[config.mk]
export PLATFORM = sky130hd
export DESIGN_NAME = blk_xfer_seq
export DESIGN_NICKNAME = d
export VERILOG_FILES = /design/src/rtl/blkseq_pkg.sv /design/src/rtl/blkseq_popcnt.sv /design/src/rtl/blkseq_lowbit.sv /design/src/rtl/blkseq_addr_calc.sv /design/src/rtl/blkseq_ctrl.sv /design/src/rtl/blk_xfer_seq.sv
export SDC_FILE = /design/constraint.sdc
export NUM_CORES = 1
export LEC_CHECK = 0
export ABC_AREA = 1
export BUFFER_PORTS_ARGS = -buffer_cell sky130_fd_sc_hd__buf_4
export CAP_MARGIN = 20
export CORE_MARGIN = 1
export CORE_UTILIZATION = 35
export CTS_CLUSTER_SIZE = 28
export DETAILED_ROUTE_END_ITERATION = 8
export GPL_ROUTABILITY_DRIVEN = 0
export PLACE_DENSITY_LB_ADDON = 0.08
export SLEW_MARGIN = 10
export SYNTH_ARGS = -nofsm -noshare
export SYNTH_HDL_FRONTEND = slang
export SYNTH_HIERARCHICAL = 1
export SYNTH_SLANG_ARGS = --single-unit
[constraint.sdc]
create_clock -name clk -period 2.35 [get_ports clk]
set_input_delay 0.1175 -clock clk [delete_from_list [all_inputs] [get_ports clk]]
set_output_delay 0.1175 -clock clk [all_outputs]
set_load 0.05 [all_outputs]
[src/rtl/blkseq_pkg.sv]
package blkseq_pkg;

    typedef enum logic [1:0] {
        ST_IDLE = 2'd0,
        ST_BEAT = 2'd1,
        ST_DONE = 2'd2
    } seq_state_t;

    typedef enum logic {
        VAR_OLD = 1'b0,
        VAR_NEW = 1'b1
    } arch_var_t;

endpackage

[src/rtl/blkseq_popcnt.sv]
module blkseq_popcnt #(
    parameter int W  = 16,
    parameter int CW = $clog2(W + 1)
) (
    input  logic [W-1:0]  vec_i,
    output logic [CW-1:0] cnt_o
);
    always_comb begin
        cnt_o = '0;
        for (int i = 0; i < W; i++) begin
            cnt_o = cnt_o + CW'(vec_i[i]);
        end
    end
endmodule

[src/rtl/blkseq_lowbit.sv]
module blkseq_lowbit #(
    parameter int W  = 16,
    parameter int IW = $clog2(W)
) (
    input  logic [W-1:0]  vec_i,
    output logic [W-1:0]  hot_o,
    output logic [IW-1:0] idx_o,
    output logic          any_o
);
    logic [W:0] seen;
    assign seen[0] = 1'b0;

    for (genvar g = 0; g < W; g++) begin : g_chain
        assign seen[g+1] = seen[g] | vec_i[g];
        assign hot_o[g]  = vec_i[g] & ~seen[g];
    end

    assign any_o = seen[W];

    always_comb begin
        idx_o = '0;
        for (int i = 0; i < W; i++) begin
            if (hot_o[i]) idx_o = idx_o | IW'(i);
        end
    end
endmodule

[src/rtl/blkseq_addr_calc.sv]
module blkseq_addr_calc #(
    parameter int AW   = 32,
    parameter int CW   = 5,
    parameter int STEP = 4
) (
    input  logic [AW-1:0] base_i,
    input  logic [CW-1:0] count_i,
    input  logic          pre_i,
    input  logic          up_i,
    output logic [AW-1:0] first_o,
    output logic [AW-1:0] newbase_o
);
    localparam logic [AW-1:0] STEP_W = AW'(STEP);

    logic [AW-1:0] span;

    always_comb begin
        span = {{(AW-CW){1'b0}}, count_i} * STEP_W;
        if (up_i) begin
            first_o   = base_i + (pre_i ? STEP_W : '0);
            newbase_o = base_i + span;
        end else begin
            first_o   = base_i - span + (pre_i ? '0 : STEP_W);
            newbase_o = base_i - span;
        end
    end
endmodule

[src/rtl/blkseq_ctrl.sv]
module blkseq_ctrl
    import blkseq_pkg::*;
#(
    parameter int NREG = 16,
    parameter int AW   = 32,
    parameter int STEP = 4,
    parameter int IW   = $clog2(NREG)
) (
    input  logic            clk,
    input  logic            rst_n,
    input  logic            start_i,
    input  logic [NREG-1:0] list_i,
    input  logic [AW-1:0]   first_i,
    input  logic            wb_en_i,
    input  logic [AW-1:0]   wb_val_i,
    input  logic            sub_en_i,
    input  logic [AW-1:0]   sub_val_i,
    input  logic [IW-1:0]   base_idx_i,
    input  logic [NREG-1:0] pick_hot_i,
    input  logic [IW-1:0]   pick_idx_i,
    output logic [NREG-1:0] pend_o,
    output logic            beat_valid_o,
    output logic [IW-1:0]   beat_reg_o,
    output logic [AW-1:0]   beat_addr_o,
    output logic            st_sub_en_o,
    output logic [AW-1:0]   st_sub_val_o,
    output logic            done_o,
    output logic            wb_en_o,
    output logic [AW-1:0]   wb_val_o
);
    localparam logic [AW-1:0] STEP_W = AW'(STEP);

    seq_state_t      state_q, state_d;
    logic [NREG-1:0] pend_q;
    logic [AW-1:0]   addr_q;
    logic            wb_en_q;
    logic [AW-1:0]   wb_val_q;
    logic            sub_en_q;
    logic [AW-1:0]   sub_val_q;
    logic [IW-1:0]   bidx_q;
    logic            accept;
    logic            last_beat;

    assign accept    = (state_q == ST_IDLE) && start_i;
    assign last_beat = (pend_q & ~pick_hot_i) == '0;
    assign pend_o    = pend_q;

    // state register
    always_ff @(posedge clk or negedge rst_n) begin
        if (!rst_n) state_q <= ST_IDLE;
        else        state_q <= state_d;
    end

    // next-state
    always_comb begin
        state_d = state_q;
        unique case (state_q)
            ST_IDLE: if (start_i) state_d = (list_i != '0) ? ST_BEAT : ST_DONE;
            ST_BEAT: if (last_beat) state_d = ST_DONE;
            ST_DONE: state_d = ST_IDLE;
            default: state_d = ST_IDLE;
        endcase
    end

    // sequence data
    always_ff @(posedge clk or negedge rst_n) begin
        if (!rst_n) begin
            pend_q    <= '0;
            addr_q    <= '0;
            wb_en_q   <= 1'b0;
            wb_val_q  <= '0;
            sub_en_q  <= 1'b0;
            sub_val_q <= '0;
            bidx_q    <= '0;
        end else if (accept) begin
            pend_q    <= list_i;
            addr_q    <= first_i;
            wb_en_q   <= wb_en_i;
            wb_val_q  <= wb_val_i;
            sub_en_q  <= sub_en_i;
            sub_val_q <= sub_val_i;
            bidx_q    <= base_idx_i;
        end else if (state_q == ST_BEAT) begin
            pend_q <= pend_q & ~pick_hot_i;
            addr_q <= addr_q + STEP_W;
        end
    end

    // outputs
    always_comb begin
        beat_valid_o = 1'b0;
        beat_reg_o   = '0;
        beat_addr_o  = '0;
        st_sub_en_o  = 1'b0;
        st_sub_val_o = '0;
        done_o       = 1'b0;
        wb_en_o      = 1'b0;
        wb_val_o     = '0;
        unique case (state_q)
            ST_IDLE: ;
            ST_BEAT: begin
                beat_valid_o = 1'b1;
                beat_reg_o   = pick_idx_i;
                beat_addr_o  = addr_q;
                if (sub_en_q && (pick_idx_i == bidx_q)) begin
                    st_sub_en_o  = 1'b1;
                    st_sub_val_o = sub_val_q;
                end
            end
            ST_DONE: begin
                done_o   = 1'b1;
                wb_en_o  = wb_en_q;
                wb_val_o = wb_val_q;
            end
            default: ;
        endcase
    end


    beat_step_chk: assert property (@(posedge clk) disable iff (!rst_n)
        (beat_valid_o && $past(beat_valid_o)) |-> (beat_addr_o == $past(beat_addr_o) + STEP_W));


    beat_order_chk: assert property (@(posedge clk) disable iff (!rst_n)
        (beat_valid_o && $past(beat_valid_o)) |-> (beat_reg_o > $past(beat_reg_o)));


    done_after_beat_chk: assert property (@(posedge clk) disable iff (!rst_n)
        $fell(beat_valid_o) |-> done_o);


    done_single_chk: assert property (@(posedge clk) disable iff (!rst_n)
        done_o |=> !done_o);


    no_overlap_chk: assert property (@(posedge clk) disable iff (!rst_n)
        !(done_o && beat_valid_o));


    busy_ignore_chk: assert property (@(posedge clk) disable iff (!rst_n)
        (beat_valid_o && start_i && !last_beat) |=> (beat_addr_o == $past(beat_addr_o) + STEP_W));
endmodule

[src/rtl/blk_xfer_seq.sv]
module blk_xfer_seq
    import blkseq_pkg::*;
#(
    parameter int NREG = 16,
    parameter int AW   = 32,
    parameter int STEP = 4,
    parameter int IW   = $clog2(NREG)
) (
    input  logic            clk,
    input  logic            rst_n,
    input  logic            start_i,
    input  logic [NREG-1:0] rlist_i,
    input  logic [AW-1:0]   base_i,
    input  logic [IW-1:0]   base_idx_i,
    input  logic            pre_i,
    input  logic            up_i,
    input  logic            wb_i,
    input  logic            load_i,
    input  logic            variant_i,
    output logic            beat_valid_o,
    output logic [IW-1:0]   beat_reg_o,
    output logic [AW-1:0]   beat_addr_o,
    output logic            st_sub_en_o,
    output logic [AW-1:0]   st_sub_val_o,
    output logic            done_o,
    output logic            wb_en_o,
    output logic [AW-1:0]   wb_val_o
);
    localparam int CW = $clog2(NREG + 1);
    localparam logic [NREG-1:0] ONE_N  = NREG'(1);
    localparam logic [NREG-1:0] TOP_N  = ONE_N << (NREG - 1);

    arch_var_t       arch;
    logic            empty;
    logic [CW-1:0]   pop_cnt;
    logic [CW-1:0]   eff_cnt;
    logic [NREG-1:0] eff_list;
    logic [AW-1:0]   first_addr;
    logic [AW-1:0]   new_base;
    logic            in_list;
    logic            is_lowest;
    logic [NREG-1:0] below_mask;
    logic            wb_en_c;
    logic            sub_en_c;
    logic [AW-1:0]   sub_val_c;
    logic [NREG-1:0] pend;
    logic [NREG-1:0] pick_hot;
    logic [IW-1:0]   pick_idx;
    logic            pick_any;

    assign arch       = arch_var_t'(variant_i);
    assign empty      = (rlist_i == '0);
    assign eff_cnt    = empty ? CW'(NREG) : pop_cnt;
    assign eff_list   = empty ? ((arch == VAR_OLD) ? TOP_N : '0) : rlist_i;
    assign in_list    = rlist_i[base_idx_i];
    assign below_mask = (ONE_N << base_idx_i) - ONE_N;
    assign is_lowest  = (rlist_i & below_mask) == '0;
    assign wb_en_c    = empty | (wb_i & ~(load_i & in_list));
    assign sub_en_c   = ~empty & wb_i & ~load_i & in_list;
    assign sub_val_c  = ((arch == VAR_NEW) || is_lowest) ? base_i : new_base;

    blkseq_popcnt #(.W(NREG), .CW(CW)) u_pop (
        .vec_i (rlist_i),
        .cnt_o (pop_cnt)
    );

    blkseq_addr_calc #(.AW(AW), .CW(CW), .STEP(STEP)) u_addr (
        .base_i    (base_i),
        .count_i   (eff_cnt),
        .pre_i     (pre_i),
        .up_i      (up_i),
        .first_o   (first_addr),
        .newbase_o (new_base)
    );

    blkseq_lowbit #(.W(NREG), .IW(IW)) u_pick (
        .vec_i (pend),
        .hot_o (pick_hot),
        .idx_o (pick_idx),
        .any_o (pick_any)
    );

    blkseq_ctrl #(.NREG(NREG), .AW(AW), .STEP(STEP), .IW(IW)) u_ctrl (
        .clk          (clk),
        .rst_n        (rst_n),
        .start_i      (start_i),
        .list_i       (eff_list),
        .first_i      (first_addr),
        .wb_en_i      (wb_en_c),
        .wb_val_i     (new_base),
        .sub_en_i     (sub_en_c),
        .sub_val_i    (sub_val_c),
        .base_idx_i   (base_idx_i),
        .pick_hot_i   (pick_hot),
        .pick_idx_i   (pick_idx),
        .pend_o       (pend),
        .beat_valid_o (beat_valid_o),
        .beat_reg_o   (beat_reg_o),
        .beat_addr_o  (beat_addr_o),
        .st_sub_en_o  (st_sub_en_o),
        .st_sub_val_o (st_sub_val_o),
        .done_o       (done_o),
        .wb_en_o      (wb_en_o),
        .wb_val_o     (wb_val_o)
    );


    beat_has_reg_chk: assert property (@(posedge clk) disable iff (!rst_n)
        beat_valid_o |-> pick_any);


    sub_on_beat_chk: assert property (@(posedge clk) disable iff (!rst_n)
        st_sub_en_o |-> (beat_valid_o && beat_reg_o == $past(base_idx_i, 1) || beat_valid_o));
endmodule

==> results.sh, run 1 <==
export IMPL_whs_ps=45.2
export IMPL_worst_path_clk_slew_ps=60
export IMPL_floorplan_initialDensity_pct=35.8
export IMPL_crit_path_top_delay_cell="fa_1"
export IMPL_areaGrowthSynthToFinish_pct=45.9
export IMPL_drtAntennaViolNets=0
export IMPL_final_layout_size_suffix_gt1_share_pct=33.5
export IMPL_met2_usage_pct=44.2
export IMPL_max_vdd_ir_drop_uv=1090
export IMPL_die_area_sq_um=36300
export IMPL_worst_hold_path_type="input port to register"
export IMPL_core_region_area_sq_um=34700
export IMPL_unrepaired_setup_endpoints_after_global_routing="yes"
export IMPL_crit_buf_inv=6
export IMPL_syn_area_per_cell_sq_um=5.85
export IMPL_drtIter0Drc=903
export IMPL_insertedDiodeCount=0
export IMPL_critPathRequiredTime_ps=2680
export IMPL_ios=164
export IMPL_place_area_sq_um=16200
export IMPL_postSynthCellCount=2123
export IMPL_crit_fanout=8
export IMPL_power_frac_clock_pct=13.1
export IMPL_port_buffers=163
export IMPL_criticalPathCategory="input port to register"
export IMPL_total_switching_power_mw=9.73
export IMPL_globalRouteMet1Util_pct=32.7
export IMPL_total_clock_sinks=120
export IMPL_clkLatencyLatePin_ps=440
export IMPL_critPathLaunchType="input port"
export IMPL_synth_warnings=6
export IMPL_cts_buffers_inserted=17
export IMPL_grt_util_all_layers_pct=26.3
export IMPL_power_mw=19.5
export IMPL_max_clock_path_buffers=2
export IMPL_power_switching_fraction_pct=49.9
export IMPL_worst_clock_skew_ps=9.91
export IMPL_busiest_layer="met2"
export IMPL_root_buffer="clkbuf_16"
export IMPL_min_period_ps=5110
export IMPL_fp_dieW_um=190
export IMPL_slew_headroom_pct=52.9
export IMPL_floorplan_rows=68
export IMPL_final_hold_violation_count=0
export IMPL_syn_area_sq_um=12400
export IMPL_power_density_cell_area_nw_per_um2=1080
export IMPL_globalRouteMet3Util_pct=3.51
export IMPL_cp_end_kind="register"
export IMPL_worst_path_top_cell_family_by_delay="adder cells"
export IMPL_grt_overflow_total=0
export IMPL_grt_antenna_before_repair=0
export IMPL_htree_levels=4
export IMPL_power_frac_comb_pct=68.0
export IMPL_drt_pass1_iter_count=5
export IMPL_detail_route_drc_violations=0
export IMPL_detail_route_vias_per_cell=4.98
export IMPL_final_period_utilization_pct=217
export IMPL_global_route_wire_length_before_repair_um=74600
export IMPL_status="finished with violations"
export IMPL_cellInternalPower_mw=9.78
export IMPL_postSynthNetCount=2216
export IMPL_slew_viol_final=0
export IMPL_final_net_count=2606
export IMPL_routed_wirelength_um=47800
export IMPL_slowest_delay_ps=540
export IMPL_seq_power_share_pct=18.9
export IMPL_max_cap_viol_count=0
export IMPL_p_leak_nw=8.95
export IMPL_routedWlPerCell_um=16.0
export IMPL_setup_viol=127
export IMPL_dpl_hpwl_um=36400
export IMPL_first_global_vias=14400
export IMPL_post_route_worst_setup_slack_ps=-2760
export IMPL_final_area_sq_um=18100
export IMPL_crit_arrival_ps=5440
export IMPL_worst_reg_to_reg_setup_slack_ps=90
export IMPL_violations="setup timing"
export IMPL_max_slew_worst_pin_slew_ps=707
export IMPL_cpMostUsedCell="nand2_1"
export IMPL_die_h_um=190
export IMPL_dr_total_vias=14800
export IMPL_grt_max_degree=121
export IMPL_max_freq_ghz=0.196
export IMPL_clock_tree_from_tritoncts="built"
sequential cells by signal, summed over array words and instances (netlist names):
| name | count |
|---|---|
| u_ctrl/addr_q | 32 |
| u_ctrl/sub_val_q | 32 |
| u_ctrl/wb_val_q | 32 |
| u_ctrl/pend_o | 16 |
| u_ctrl/bidx_q | 4 |
| u_ctrl/state_q | 2 |
| u_ctrl/sub_en_q | 1 |
| u_ctrl/wb_en_q | 1 |
placed cells by master, fill, tap and decap left out, types with 13 or more instances in the layout:
master     count
o21ai_1       78
buf_4        431
nor3_1        19
dfrtp_1      120
inv_2         42
o211ai_1      24
nand2_4       24
nand4_1       34
nand2_2       74
clkbuf_16     17
o21ai_0       66
nand2_1      566
nor2_2        32
nand3_2       26
nor2_4        74
buf_6         18
inv_1        286
a21oi_1       29
xor2_1        13
nor2_1       216
o21ai_2       15
ha_1          16
nand3_1      148
worst reg2reg max path, stage by stage, from the launching register on:
cell	delay (ps)
dfrtp_1	400
nor2_4	140
nand4_2	110
nor2_2	140
nand4_2	120
nor2_4	180
nand4_4	120
nor2_4	150
nand3_4	110
inv_1	70
inv_1	30
nand2_1	80
nand4_1	130
nor2_1	120
and2_0	160
nand2_1	50
o21ai_0	80
power by group through the flow:
stage / clock [mW] / sequential, mW / combinational (mW)
floorplan: 0 / 3.58 / 7.47
global placement: 0 / 3.70 / 11.3
detailed placement: 0 / 3.72 / 11.4
CTS: 2.63 / 3.69 / 12.5
global route: 2.70 / 3.82 / 14.4
finish: 2.56 / 3.69 / 13.3
layout make-up:
class	count	area, sq um
Clock buffer	20	447
Clock inverter	10	105
Fill cell	3565	16600
Inverter	340	1300
Multi-Input combinational cell	1566	8930
Sequential cell	120	3000
Tap cell	455	569
Timing Repair Buffer	468	3770
stage by stage:
step / instances / setup WS (ps) / setup TNS [ps] / utilization (%)
after detailed placement: 2901 / -3460 / -302160 / 46.6
after global placement: 2901 / -3400 / -298380 / 46.6
after floorplan: 2123 / -2900 / -228810 / -
after global routing: 2979 / -3000 / -282150 / 52.2
final: 2979 / -2760 / -255930 / 52.2
after CTS: 2959 / -2760 / -260170 / 50.5
worst paths after layout:
kind                                       start  depth (start not counted)              endpoint
worst min register to register  u_ctrl/bidx_q[2]                          2      u_ctrl/bidx_q[2]
min in group asynchronous                  rst_n                          3  u_ctrl/sub_val_q[23]
worst max register to register  u_ctrl/pend_o[1]                         16     u_ctrl/state_q[1]
worst min-delay path                  base_i[31]                          5  u_ctrl/sub_val_q[31]
worst max-delay path                 rlist_i[11]                         31     u_ctrl/addr_q[27]
max in group asynchronous                  rst_n                          3      u_ctrl/bidx_q[1]
per-layer routing:
metal	vias up	share of wire [%]
met5	-	0
met4	0	4.6
met3	107	4.5
met2	432	48
met1	6852	43
li1	7435	-
repair_timing:
| action | in CTS | in global routing |
|---|---|---|
| endpoints found under the setup margin | 127 | 129 |
| gates resized for setup | 157 | 149 |
| hold buffers | 6 | 0 |
| pin swaps | 95 | 94 |
| buffers inserted | 22 | 21 |
| cloned | 1 | 0 |
| hold endpoints to repair | 127 | 0 |
Power figures use the tool's default switching activity.
==> run 2, diff against run 1 <==
BUFFER_PORTS_ARGS = -buffer_cell sky130_fd_sc_hd__clkbuf_2   (was -buffer_cell sky130_fd_sc_hd__buf_4)
clock period = 4.9 ns   (was 2.35 ns; I/O delays follow)
==> results.sh, run 2 (same netlist as run 1, synthesis figures left out) <==
export IMPL_dpl_hpwl_um=34700
export IMPL_whs_ps=70.2
export IMPL_final_layout_size_suffix_gt1_share_pct=28.2
export IMPL_crit_path_top_delay_cell="fa_1"
export IMPL_criticalPathCategory="input port to register"
export IMPL_root_buffer="clkbuf_16"
export IMPL_clkLatencyLatePin_ps=440
export IMPL_global_route_wire_length_before_repair_um=72000
export IMPL_routedWlPerCell_um=16.2
export IMPL_total_clock_sinks=120
export IMPL_first_global_vias=13500
export IMPL_cts_buffers_inserted=17
export IMPL_grt_util_all_layers_pct=25.5
export IMPL_port_buffers=163
export IMPL_max_clock_path_buffers=2
export IMPL_final_period_utilization_pct=106
export IMPL_worst_clock_skew_ps=9.09
export IMPL_p_leak_nw=8.23
export IMPL_status="finished with violations"
export IMPL_drt_pass1_iter_count=5
export IMPL_worst_reg_to_reg_setup_slack_ps=2400
export IMPL_grt_antenna_before_repair=1
export IMPL_hold_path_end="u_ctrl/addr_q[1]"
export IMPL_final_setup_tns_ps=-9270
export IMPL_areaGrowthSynthToFinish_pct=32.5
export IMPL_detail_route_drc_violations=0
export IMPL_drtAntennaViolNets=0
export IMPL_worst_r2r_path_depth=8
export IMPL_fp_dieW_um=190
export IMPL_critPathRequiredTime_ps=5260
export IMPL_post_route_worst_setup_slack_ps=-305
export IMPL_biggestRegsByFlops="u_ctrl/addr_q: 32 flops, u_ctrl/sub_val_q: 32 flops, u_ctrl/wb_val_q: 32 flops"
export IMPL_final_hold_violation_count=0
export IMPL_detailedPlace_worstSlack_ps=-1070
export IMPL_final_net_count=2502
export IMPL_worst_hold_path_type="input port to register"
export IMPL_setup_viol=63
export IMPL_crit_fanout=4
export IMPL_grt_max_degree=121
export IMPL_hold_depth=3
export IMPL_violations="setup timing"
export IMPL_die_area_sq_um=36300
export IMPL_unrepaired_setup_endpoints_after_global_routing="yes"
export IMPL_htree_levels=4
export IMPL_drtIter0Drc=1094
export IMPL_worst_path_clk_slew_ps=60
export IMPL_layout_common_cells="nand2_1 (579), inv_1 (291), nor2_1 (249)"
export IMPL_crit_arrival_ps=5570
export IMPL_detail_route_vias_per_cell=5.03
export IMPL_power_mw=8.80
export IMPL_floorplan_initialDensity_pct=35.8
export IMPL_critPathLaunchType="input port"
export IMPL_min_delay_start="base_i[1]"
export IMPL_rr_endpoint="u_ctrl/addr_q[9]"
export IMPL_clock_tree_from_tritoncts="built"
export IMPL_power_density_cell_area_nw_per_um2=534
export IMPL_core_region_area_sq_um=34700
export IMPL_fillerInstances=3716
export IMPL_max_cap_viol_count=0
export IMPL_cp_end_kind="register"
export IMPL_grt_overflow_total=0
export IMPL_slew_viol_final=0
export IMPL_max_vdd_ir_drop_uv=609
export IMPL_die_h_um=190
export IMPL_ios=164
export IMPL_origin_of_the_critical_flop_to_flop_path="u_ctrl/state_q[0]"
export IMPL_slew_headroom_pct=41.3
export IMPL_final_common_cell="nand2_1"
export IMPL_max_slew_worst_pin_slew_ps=879
export IMPL_max_freq_ghz=0.192
export IMPL_min_period_ps=5210
export IMPL_slowest_delay_ps=520
export IMPL_insertedDiodeCount=0
export IMPL_dr_total_vias=14500
export IMPL_routed_wirelength_um=46500
export IMPL_floorplan_rows=68
==> run 2: final cells by class <==
class	count	area, sq um	share of cell area, %
clock buffer	21	470	2.86
clock inverter	11	145	0.882
inverter	340	1300	7.87
multi-input combinational	1567	8550	51.9
sequential	120	3000	18.2
tap	455	569	3.46
timing repair buffer	363	2430	14.8
==> run 2: worst max-delay path by stage <==
stage,from,to,cells after the start
detailed placement,rlist_i[7],u_ctrl/sub_val_q[29],28
finish,rlist_i[7],u_ctrl/sub_val_q[14],30
global route,rlist_i[7],u_ctrl/addr_q[24],31
global placement,rlist_i[7],u_ctrl/addr_q[29],32
floorplan,rlist_i[7],u_ctrl/addr_q[16],30
CTS,rlist_i[5],u_ctrl/addr_q[26],31
==> run 2: what timing repair did <==
item                                   in CTS  in global routing
pin swaps                                  55                 84
cloned                                      1                  0
setup buffers                              25                 23
resized for setup                          85                184
endpoints found under the hold margin     120                  0
hold buffers                                1                  0
setup endpoints to repair                  79                 78
==> run 2: where the power goes <==
part / internal [mW] / switching, mW
Sequential: 1.47 / 0.316
Clock: 0.839 / 0.512
Combinational: 2.08 / 3.58
==> run 2: stage by stage <==
step                utilization (%)  instance area, sq um  std cells
floorplan                         -                 12500       2123
global placement               42.0                 14600       2795
detailed placement             42.0                 14600       2795
CTS                            45.1                 15600       2854
global route                   47.4                 16500       2877
finish                         47.4                 16500       2877
==> run 2: routing by layer <==
layer  global-route usage (%)  up-vias  routed length [um]
li1                         -     7222                   -
met1                     32.4     6764               20100
met5                        0        -                  10
met2                     42.7      405               22500
met4                     11.4        2                1630
met3                     3.94       77                2320
==> run 2: critical path: cells and delay by family <==
| family | cells | cell delay (ps) |
|---|---|---|
| adders and majority gates | 7 | 3050 |
| and+or+nand+nor | 10 | 980 |
| buffers and inverters | 8 | 700 |
| AOI/OAI and AO/OA | 5 | 600 |
==> run 3, diff against run 2 <==
REMOVE_ABC_BUFFERS = 1   (was unset)
==> results.sh, run 3 (same netlist as run 1, synthesis figures left out) <==
export IMPL_status="finished with violations"
export IMPL_violations="setup timing"
export IMPL_areaGrowthSynthToFinish_pct=30.9
export IMPL_worst_hold_path_type="input port to register"
export IMPL_cts_buffers_inserted=17
export IMPL_htree_levels=4
export IMPL_power_mw=8.66
export IMPL_cellInternalPower_mw=4.36
export IMPL_power_density_cell_area_nw_per_um2=532
export IMPL_final_area_sq_um=16300
export IMPL_sequential_area_sq_um=3000
export IMPL_slowest_delay_ps=580
export IMPL_fp_dieW_um=190
export IMPL_hold_depth=3
export IMPL_routed_wirelength_um=45400
export IMPL_critPathRequiredTime_ps=5230
export IMPL_place_area_sq_um=14500
export IMPL_setup_viol=72
export IMPL_layout_common_cells="nand2_1 (579), inv_1 (297), nor2_1 (255)"
export IMPL_power_frac_comb_pct=61.8
export IMPL_max_cap_viol_count=0
export IMPL_detail_route_drc_violations=0
export IMPL_post_route_worst_setup_slack_ps=-378
export IMPL_global_route_wire_length_before_repair_um=71400
export IMPL_crit_fanout=8
export IMPL_routedWlPerCell_um=15.9
export IMPL_area_used_by_multi_input_combinational_logic_sq_um=8440
export IMPL_dpl_hpwl_um=34200
export IMPL_worst_reg_to_reg_setup_slack_ps=2030
export IMPL_insertedDiodeCount=0
export IMPL_drtAntennaViolNets=0
export IMPL_floorplan_initialDensity_pct=35.8
export IMPL_worst_r2r_path_depth=7
export IMPL_crit_path_top_delay_cell="fa_1"
export IMPL_floorplan_rows=68
export IMPL_dr_total_vias=14300
export IMPL_final_layout_size_suffix_gt1_share_pct=27.0
export IMPL_clock_tree_from_tritoncts="built"
export IMPL_die_h_um=190
export IMPL_max_freq_ghz=0.189
export IMPL_crit_arrival_ps=5600
export IMPL_criticalPathCategory="input port to register"
export IMPL_port_buffers=163
export IMPL_p_leak_nw=8.15
export IMPL_slew_headroom_pct=40.1
export IMPL_final_net_count=2481
export IMPL_die_area_sq_um=36300
export IMPL_grt_overflow_total=0
export IMPL_root_buffer="clkbuf_16"
export IMPL_seq_power_share_pct=20.7
export IMPL_final_hold_violation_count=0
export IMPL_drtIter0Drc=954
export IMPL_first_global_vias=13400
export IMPL_drt_pass1_iter_count=7
export IMPL_grt_util_all_layers_pct=25.1
export IMPL_critPathLaunchType="input port"
export IMPL_max_slew_worst_pin_slew_ps=896
export IMPL_detailedPlace_worstSlack_ps=-1340
export IMPL_biggestRegsByFlops="u_ctrl/addr_q: 32 flops, u_ctrl/sub_val_q: 32 flops, u_ctrl/wb_val_q: 32 flops"
export IMPL_power_switching_fraction_pct=49.6
export IMPL_final_period_utilization_pct=108
export IMPL_min_period_ps=5280
export IMPL_core_region_area_sq_um=34700
export IMPL_total_clock_sinks=120
export IMPL_detail_route_vias_per_cell=5.01
export IMPL_max_vdd_ir_drop_uv=363
export IMPL_cp_end_kind="register"
export IMPL_max_clock_path_buffers=2
export IMPL_worst_clock_skew_ps=8.75
export IMPL_slew_viol_final=0
export IMPL_fillerInstances=3803
export IMPL_grt_max_degree=86
export IMPL_power_frac_clock_pct=17.5
export IMPL_ios=164
export IMPL_final_common_cell="nand2_1"
export IMPL_total_switching_power_mw=4.30
export IMPL_unrepaired_setup_endpoints_after_global_routing="yes"
export IMPL_clkLatencyLatePin_ps=440
export IMPL_worst_path_clk_slew_ps=60
export IMPL_grt_antenna_before_repair=1
-- run 3: changes by cell type in the layout (fill, tap and decap cells not counted), sizes merged --
cell / delta
bufinv: +4
clkbuf: -4
clkinv: +2
clkinvlp: -2
buf: -20
inv: -1
-- run 3: per-layer routing --
metal  up-vias  global-route usage [%]  routed length [um]
met2       383                    41.5               21400
li1       7181                       -                   -
met3        60                    3.51                2090
met1      6690                    33.4               20600
met5         -                       0                   0
met4         0                    8.62                1210
-- run 3: power by group through the flow --
stage	Sequential [mW]	Clock, mW	Combinational [mW]
final	1.79	1.51	5.35
after global placement	1.80	0	4.68
after detailed placement	1.80	0	4.72
after floorplan	1.72	0	3.19
after CTS	1.79	1.55	5.08
after global routing	1.86	1.59	5.93
-- run 3: worst max-delay path: cells and delay by family --
kind	cells	cell delay, ps
AO/OA/AOI/OAI	1	130
XOR/XNOR	1	160
AND/OR/NAND/NOR	17	1600
buffers and inverters	6	370
adder cells (fa/ha/maj)	7	3090
-- run 3: path summary, 6_finish.rpt --
kind | start | to
min reg2reg | u_ctrl/bidx_q[3] | u_ctrl/bidx_q[3]
min | base_i[1] | u_ctrl/addr_q[1]
max in group asynchronous | rst_n | u_ctrl/pend_o[15]
max reg2reg | u_ctrl/state_q[1] | u_ctrl/addr_q[9]
min in group asynchronous | rst_n | u_ctrl/sub_val_q[21]
max | rlist_i[5] | u_ctrl/addr_q[25]
-- run 3: cell type report --
type	count	share of cell area, %
Clock buffer	18	2.70
Clock inverter	14	1.55
Inverter	340	7.97
Multi-Input combinational cell	1567	51.9
Sequential cell	120	18.5
Tap cell	455	3.50
Timing Repair Buffer	342	13.9
-- run 3: what timing repair did --
item | in CTS | in global routing
endpoints found under the setup margin | 80 | 81
pin swaps | 86 | 95
buffers inserted | 13 | 15
hold endpoints to repair | 22 | 0
gates cloned | 1 | 0
hold buffers | 1 | 0
gates resized for setup | 135 | 150
-- run 3: metrics by stage --
| stage | cells | util (%) | hold WS [ps] | TNS, ps |
|---|---|---|---|---|
| after floorplan | 2026 | - | -50.6 | -30210 |
| after global placement | 2800 | 41.8 | 166 | -81980 |
| after detailed placement | 2800 | 41.8 | 165 | -85210 |
| after CTS | 2844 | 45.2 | 47.8 | -17730 |
| after global routing | 2856 | 46.9 | 78.2 | -29400 |
| final | 2856 | 46.9 | 77.3 | -13580 |
